## src/rtl/pm_pkg.sv

```systemverilog
`timescale 1ns/1ps
package pm_pkg;

  // Strobes from control to datapath
  typedef struct packed {
    logic shiftEn;   // advance every delay line by one stream byte
    logic clearAll;  // synchronous clear of all history and outputs
  } pmStrobe_t;

  localparam int DEF_NUM_PAT = 4;
  localparam int DEF_MAX_LEN = 20;
  localparam int DEF_LEN_W   = 8;

  // Each string sits in its own MAX_LEN-byte slot, right aligned:
  // the last character of a string is the lowest byte of its slot.
  localparam logic [DEF_NUM_PAT*DEF_MAX_LEN*8-1:0] DEF_TEXT = {
    160'("Z"),
    160'("HELLO_WORLD_ATTACK!!"),
    160'("CAB"),
    160'("ABCA")
  };

  localparam logic [DEF_NUM_PAT*DEF_LEN_W-1:0] DEF_LENS = {8'd1, 8'd20, 8'd3, 8'd4};

endpackage

```

## src/rtl/pm_ctrl.sv

```systemverilog
`timescale 1ns/1ps
module pm_ctrl
  import pm_pkg::*;
(
  input  logic      clk,
  input  logic      rst,
  input  logic      inValid,
  output pmStrobe_t strobe
);

  logic validQ;

  always_ff @(posedge clk) begin
    if (rst) validQ <= 1'b0;
    else     validQ <= inValid;
  end

  assign strobe.shiftEn  = validQ;
  assign strobe.clearAll = rst;

endmodule

```

## src/rtl/pm_datapath.sv

```systemverilog
`timescale 1ns/1ps
module pm_datapath
  import pm_pkg::*;
#(
  parameter int NUM_PAT = DEF_NUM_PAT,
  parameter int MAX_LEN = DEF_MAX_LEN,
  parameter int LEN_W   = DEF_LEN_W,
  parameter int SUB_LEN = 16,
  parameter logic [NUM_PAT*MAX_LEN*8-1:0] PAT_TEXT = DEF_TEXT,
  parameter logic [NUM_PAT*LEN_W-1:0]     PAT_LEN  = DEF_LENS
)(
  input  logic               clk,
  input  pmStrobe_t          strobe,
  input  logic [7:0]         inByte,
  output logic [NUM_PAT-1:0] matchOut
);

  localparam int NUM_SLOTS = NUM_PAT * MAX_LEN;
  localparam int MAX_SUB   = (MAX_LEN + SUB_LEN - 1) / SUB_LEN;

  // ---------------- elaboration-time helpers ----------------
  function automatic int lenOf(input int p);
    return int'(PAT_LEN[p*LEN_W +: LEN_W]);
  endfunction

  function automatic bit usedSlot(input int s);
    return (s % MAX_LEN) < lenOf(s / MAX_LEN);
  endfunction

  // character at arrival position i of string p (slot s = p*MAX_LEN+i)
  function automatic logic [7:0] charOf(input int s);
    int p;
    int i;
    p = s / MAX_LEN;
    i = s % MAX_LEN;
    if (i >= lenOf(p)) return 8'd0;
    return PAT_TEXT[(p*MAX_LEN + lenOf(p) - 1 - i)*8 +: 8];
  endfunction

  function automatic int subLenOf(input int p, input int j);
    int r;
    r = lenOf(p) - j*SUB_LEN;
    if (r > SUB_LEN) return SUB_LEN;
    if (r < 0) return 0;
    return r;
  endfunction

  function automatic int nSubOf(input int p);
    return (lenOf(p) + SUB_LEN - 1) / SUB_LEN;
  endfunction

  // cycles a character bit waits before meeting its segment's last byte
  function automatic int distOf(input int s);
    int p;
    int i;
    p = s / MAX_LEN;
    i = s % MAX_LEN;
    return subLenOf(p, i / SUB_LEN) - 1 - (i % SUB_LEN);
  endfunction

  // sharing key: character alone, or character plus delay
  function automatic logic [15:0] keyOf(input int s, input bit withDist);
    logic [15:0] k;
    k = {8'd0, charOf(s)};
    if (withDist) k[15:8] = 8'(distOf(s));
    return k;
  endfunction

  function automatic int firstOf(input int s, input bit withDist);
    int r;
    r = s;
    for (int t = s - 1; t >= 0; t--)
      if (usedSlot(t) && keyOf(t, withDist) == keyOf(s, withDist)) r = t;
    return r;
  endfunction

  function automatic int idOf(input int s, input bit withDist);
    int n;
    int f;
    n = 0;
    f = firstOf(s, withDist);
    for (int t = 0; t < f; t++)
      if (usedSlot(t) && firstOf(t, withDist) == t) n++;
    return n;
  endfunction

  function automatic int countKeys(input bit withDist);
    int n;
    n = 0;
    for (int t = 0; t < NUM_SLOTS; t++)
      if (usedSlot(t) && firstOf(t, withDist) == t) n++;
    return n;
  endfunction

  function automatic int slotOfId(input int k, input bit withDist);
    int n;
    int r;
    n = 0;
    r = 0;
    for (int t = 0; t < NUM_SLOTS; t++)
      if (usedSlot(t) && firstOf(t, withDist) == t) begin
        if (n == k) r = t;
        n++;
      end
    return r;
  endfunction

  localparam int NUM_CHARS = countKeys(1'b0);
  localparam int NUM_TAPS  = countKeys(1'b1);

  // ---------------- input byte and shared decoders ----------------
  logic [7:0]           byteQ;
  logic [NUM_CHARS-1:0] cmpHit;
  logic [NUM_TAPS-1:0]  tapOut;
  logic [NUM_PAT-1:0]   matchD;

  always_ff @(posedge clk) begin
    if (strobe.clearAll) byteQ <= 8'd0;
    else                 byteQ <= inByte;
  end

  for (genvar k = 0; k < NUM_CHARS; k++) begin : g_char
    localparam logic [7:0] CH = charOf(slotOfId(k, 1'b0));
    assign cmpHit[k] = (byteQ == CH);
  end

  // ---------------- shared single-bit delay lines ----------------
  for (genvar k = 0; k < NUM_TAPS; k++) begin : g_tap
    localparam int SL = slotOfId(k, 1'b1);
    localparam int D  = distOf(SL);
    localparam int CI = idOf(SL, 1'b0);
    if (D == 0) begin : g_direct
      assign tapOut[k] = cmpHit[CI];
    end else if (D == 1) begin : g_one
      logic line;
      always_ff @(posedge clk) begin
        if (strobe.clearAll)    line <= 1'b0;
        else if (strobe.shiftEn) line <= cmpHit[CI];
      end
      assign tapOut[k] = line;
    end else begin : g_multi
      logic [D-1:0] line;
      always_ff @(posedge clk) begin
        if (strobe.clearAll)    line <= '0;
        else if (strobe.shiftEn) line <= {line[D-2:0], cmpHit[CI]};
      end
      assign tapOut[k] = line[D-1];
    end
  end

  // ---------------- per-string segment AND trees ----------------
  for (genvar p = 0; p < NUM_PAT; p++) begin : g_pat
    localparam int L  = lenOf(p);
    localparam int NS = nSubOf(p);
    localparam logic [MAX_SUB-1:0] LAST = MAX_SUB'(1) << (NS - 1);
    logic [MAX_SUB-1:0] hit;
    logic [MAX_SUB-1:0] carry;

    assign carry[0] = 1'b1;

    for (genvar j = 0; j < MAX_SUB; j++) begin : g_sub
      logic [SUB_LEN-1:0] need;
      for (genvar li = 0; li < SUB_LEN; li++) begin : g_pos
        localparam int I = j*SUB_LEN + li;
        if (I < L) begin : g_real
          localparam int TID = idOf(p*MAX_LEN + I, 1'b1);
          assign need[li] = tapOut[TID];
        end else begin : g_pad
          assign need[li] = 1'b1;
        end
      end
      assign hit[j] = (&need) & carry[j];

      if (j + 1 < MAX_SUB) begin : g_link
        localparam int NL = subLenOf(p, j + 1);
        if (NL == 0) begin : g_none
          assign carry[j+1] = 1'b0;
        end else if (NL == 1) begin : g_one
          logic partLine;
          always_ff @(posedge clk) begin
            if (strobe.clearAll)    partLine <= 1'b0;
            else if (strobe.shiftEn) partLine <= hit[j];
          end
          assign carry[j+1] = partLine;
        end else begin : g_multi
          logic [NL-1:0] partLine;
          always_ff @(posedge clk) begin
            if (strobe.clearAll)    partLine <= '0;
            else if (strobe.shiftEn) partLine <= {partLine[NL-2:0], hit[j]};
          end
          assign carry[j+1] = partLine[NL-1];
        end
      end
    end

    assign matchD[p] = |(hit & LAST);
  end

  // ---------------- output register ----------------
  always_ff @(posedge clk) begin
    if (strobe.clearAll)    matchOut <= '0;
    else if (strobe.shiftEn) matchOut <= matchD;
    else                    matchOut <= '0;
  end

endmodule

```

## src/rtl/decoded_pattern_matcher.sv

```systemverilog
`timescale 1ns/1ps
module decoded_pattern_matcher
  import pm_pkg::*;
#(
  parameter int NUM_PAT = DEF_NUM_PAT,
  parameter int MAX_LEN = DEF_MAX_LEN,
  parameter int LEN_W   = DEF_LEN_W,
  parameter int SUB_LEN = 16,
  parameter logic [NUM_PAT*MAX_LEN*8-1:0] PAT_TEXT = DEF_TEXT,
  parameter logic [NUM_PAT*LEN_W-1:0]     PAT_LEN  = DEF_LENS
)(
  input  logic               clk,
  input  logic               rst,
  input  logic               inValid,
  input  logic [7:0]         inByte,
  output logic [NUM_PAT-1:0] matchOut
);

  pmStrobe_t strobe;

  pm_ctrl ctrl_i (
    .clk     (clk),
    .rst     (rst),
    .inValid (inValid),
    .strobe  (strobe)
  );

  pm_datapath #(
    .NUM_PAT  (NUM_PAT),
    .MAX_LEN  (MAX_LEN),
    .LEN_W    (LEN_W),
    .SUB_LEN  (SUB_LEN),
    .PAT_TEXT (PAT_TEXT),
    .PAT_LEN  (PAT_LEN)
  ) dp_i (
    .clk      (clk),
    .strobe   (strobe),
    .inByte   (inByte),
    .matchOut (matchOut)
  );

endmodule

```

## config.mk

```make
export PLATFORM = sky130hd
export DESIGN_NAME = decoded_pattern_matcher
export DESIGN_NICKNAME = d
export VERILOG_FILES = /design/src/rtl/pm_pkg.sv /design/src/rtl/pm_ctrl.sv /design/src/rtl/pm_datapath.sv /design/src/rtl/decoded_pattern_matcher.sv
export SDC_FILE = /design/constraint.sdc
export NUM_CORES = 1
export LEC_CHECK = 0
export ABC_CLOCK_PERIOD_IN_PS = 3650
export BUFFER_PORTS_ARGS = -buffer_cell sky130_fd_sc_hd__buf_2
export CORE_MARGIN = 2
export CORE_UTILIZATION = 50
export CTS_CLUSTER_DIAMETER = 80
export DETAILED_ROUTE_END_ITERATION = 7
export PLACE_DENSITY = 0.68
export SETUP_SLACK_MARGIN = 0.4
export SYNTH_ARGS = -nofsm -noshare
export SYNTH_HDL_FRONTEND = slang
export SYNTH_HIERARCHICAL = 1
export SYNTH_SLANG_ARGS = --single-unit
```

## constraint.sdc

```tcl
create_clock -name clk -period 3.65 [get_ports clk]
set_clock_uncertainty 0.05 [all_clocks]
set_input_delay 0.365 -clock clk [delete_from_list [all_inputs] [get_ports clk]]
set_output_delay 0.365 -clock clk [all_outputs]
set_load 0.1 [all_outputs]
```

==> flow_summary.ini <==
[global_route]
grt_max_degree = 81
grt_pass1_vias = 2367
met3_usage = 0.0617
grtUsageTotal = 0.161
grt_use_met2 = 0.237
overflow = 0
antenna_found_initial = 0
use_met1 = 0.204
grt_pass1_wl_um = 11100
busiest_layer = met2

[status]
status = complete, no violations

[critical_path]
cp-start-kind = flop
required_ps = 3950
r2r_end = dp_i/g_tap[15].g_multi.line[2]
cp.arrival_ps = 2150
crit_end = dp_i/g_tap[15].g_multi.line[2]
crit_type = flop to flop
r2r_slack_ps = 1800
worstSetupEndpointType = flop
crit_start = ctrl_i/validQ
worstPathMaxFanout = 43
r2r_start = ctrl_i/validQ
reg2regPathDepth = 3

[power_and_ir_drop]
vdd_ir_drop_max_v = 0.000297
total_power_mw = 2.98
leakagePower_nw = 1.86
powerDensity_nw_per_um2 = 616

[placement]
routabilityCongestion = 0.808
hpwl_um = 3950
numPortBuffers = 14
dp_cells = 482

[floorplan]
die_x_um = 95.5
core-area_um2 = 8180
dieArea_um2 = 9110
start_util = 0.512
placementRows = 33
chipHeight_um = 95.5
io-pin-count = 15

[synthesis]
synth_edf_count = 0
synth_ff_type = dfxtp_1
yosys_register_bits = 114
yosysMostFrequentCell = dfxtp_1
yosys-top-cells-area = dfxtp_1 55%, mux2i_1 21%, nor2_1 8.7%, buf_6 2.7%, nor2b_1 1.5%
syn_inst = 386
yosys_warnings = 6
syn-num-nets = 397
synth.largest_area_cell = dfxtp_1
synth_top_area_share = 0.546
netlist_area_um2 = 4180
avgSynthCellArea_um2 = 10.8
synthTopCellsByCount = 114 x dfxtp_1, 97 x nor2_1, 86 x mux2i_1
synthArstFlopShare = 0
ys_types = 30
ys_seq_area_frac = 0.546

[cells_and_area]
multi_input_area_um2 = 1670
seq_area_um2 = 2290
instances_no_fill = 518
syn_to_final_growth_pct = 15.6
drive_above_1_share = 0.136
finalNetCount = 412
fin_util = 0.591
fillers = 666
diodes = 0

[timing]
relSlewSlack = 0.451
rsz0062_at_grt = no
holdWs_ps = 27.6
max_freq_ghz = 0.540
tightest_slew_ps = 824
setup_tns_ps = 0
fin_crit_ps = 1850
drv_slew = 0
finalSetupViolCount = 0
min_period_over_period = 0.508
finalHoldViolations = 0

[clock_network]
cts_tree = done
cts_max_path_buffers = 2
cts_htree_levels = 4
clk_pin_slew_worst_paths_ps = 60
cts_num_sinks = 114
cts-root-buf = clkbuf_8
numCtsBuffers = 17
cts.repair.resized = 0
clk_latency_ps = 500

[routing]
wire_per_inst_um = 12.9
drc = 0
drt_pass1_iterations = 4
drt_iter0_markers = 95
vias_per_cell = 5.03
ant_nets = 0
routed_wirelength_um = 6700
vias = 2603

[run]
maxCapViolCount = 0

[hold_path]
hold_path.class = input port to flop
-- cells in the final DEF (no fill, tap or decap), drive strengths merged --
cell type	n
nor4b	3
nor3b	2
o21ai	1
bufinv	3
clkinv	4
clkinvlp	3
or4	1
nor4	1
dfxtp	114
nor3	1
nand3	4
nor2b	11
buf	17
nand4b	1
nand2	13
inv	3
dlygate4sd3	5
a21oi	6
a32oi	7
mux2i	86
clkbuf	19
and3b	1
and4bb	1
nor2	97
and3	1
nand4	8
-- sequential cells by signal (all words and copies together) (netlist names) --
signal                                    count
ctrl_i/validQ                                 1
dp_i/byteQ                                    8
dp_i/g_pat.g_sub.g_link.g_multi.partLine      4
dp_i/g_tap.g_multi.line                      96
dp_i/g_tap.g_one.line                         1
dp_i/matchOut                                 4
-- routing by layer --
layer | up-vias | wire length, µm
li1 | 1352 | -
met1 | 1215 | 3420
met2 | 34 | 3080
met3 | 2 | 169
met4 | 0 | 38
met5 | - | 0
-- worst min-delay path by stage --
stage / start / end / slack, ps / cells past startpoint
after CTS: inByte[2] / dp_i/byteQ[2] / 0.7 / 2
final: inByte[2] / dp_i/byteQ[2] / 30 / 2
after global routing: inByte[2] / dp_i/byteQ[2] / 10 / 2
after detailed placement: dp_i/g_tap[1].g_multi.line[1] / dp_i/matchOut[0] / 370 / 2
after global placement: dp_i/g_tap[1].g_multi.line[1] / dp_i/matchOut[0] / 370 / 2
after floorplan: dp_i/g_tap[1].g_multi.line[1] / dp_i/matchOut[0] / 360 / 2
-- worst max-delay path: stages, from the launching register on --
cell,delay (ps)
dfxtp_4,780
buf_4,550
mux2i_1,250
nor2_1,50
-- where the power goes --
part	total [mW]	internal, mW	switching, mW	leakage (nW)
clock	1.63	1.07	0.555	0.287
combinational	0.0811	0.0367	0.0444	0.656
sequential	1.27	1.25	0.0177	0.921
-- through the flow --
stage / setup slack [ps] / area [µm²]
final: 1800 / 4830
after global routing: 1690 / 4830
after CTS: 1780 / 4830
after detailed placement: 1800 / 4190
after global placement: 1840 / 4190
after floorplan: 2330 / 4180
-- kinds of logic after synthesis --
family,synth area share
and+or+nand+nor,0.171
DFF,0.546
muxes,0.206
buffers and inverters,0.0550
AOI/OAI and AO/OA,0.0230
-- layout make-up --
class                      instances  share of cell area
clock buffer                      19              0.0914
clock inverter                    12              0.0321
inverter                           1            0.000777
multi-input combinational        245               0.346
sequential                       114               0.473
tap                              105              0.0272
timing repair buffer              22              0.0300
-- repair_timing --
action | in CTS | in global routing
endpoints found under the hold margin | 5 | 0
hold buffers | 5 | 0
setup buffers | 0 | 0
No activity file was read; power rests on OpenSTA's default activity.
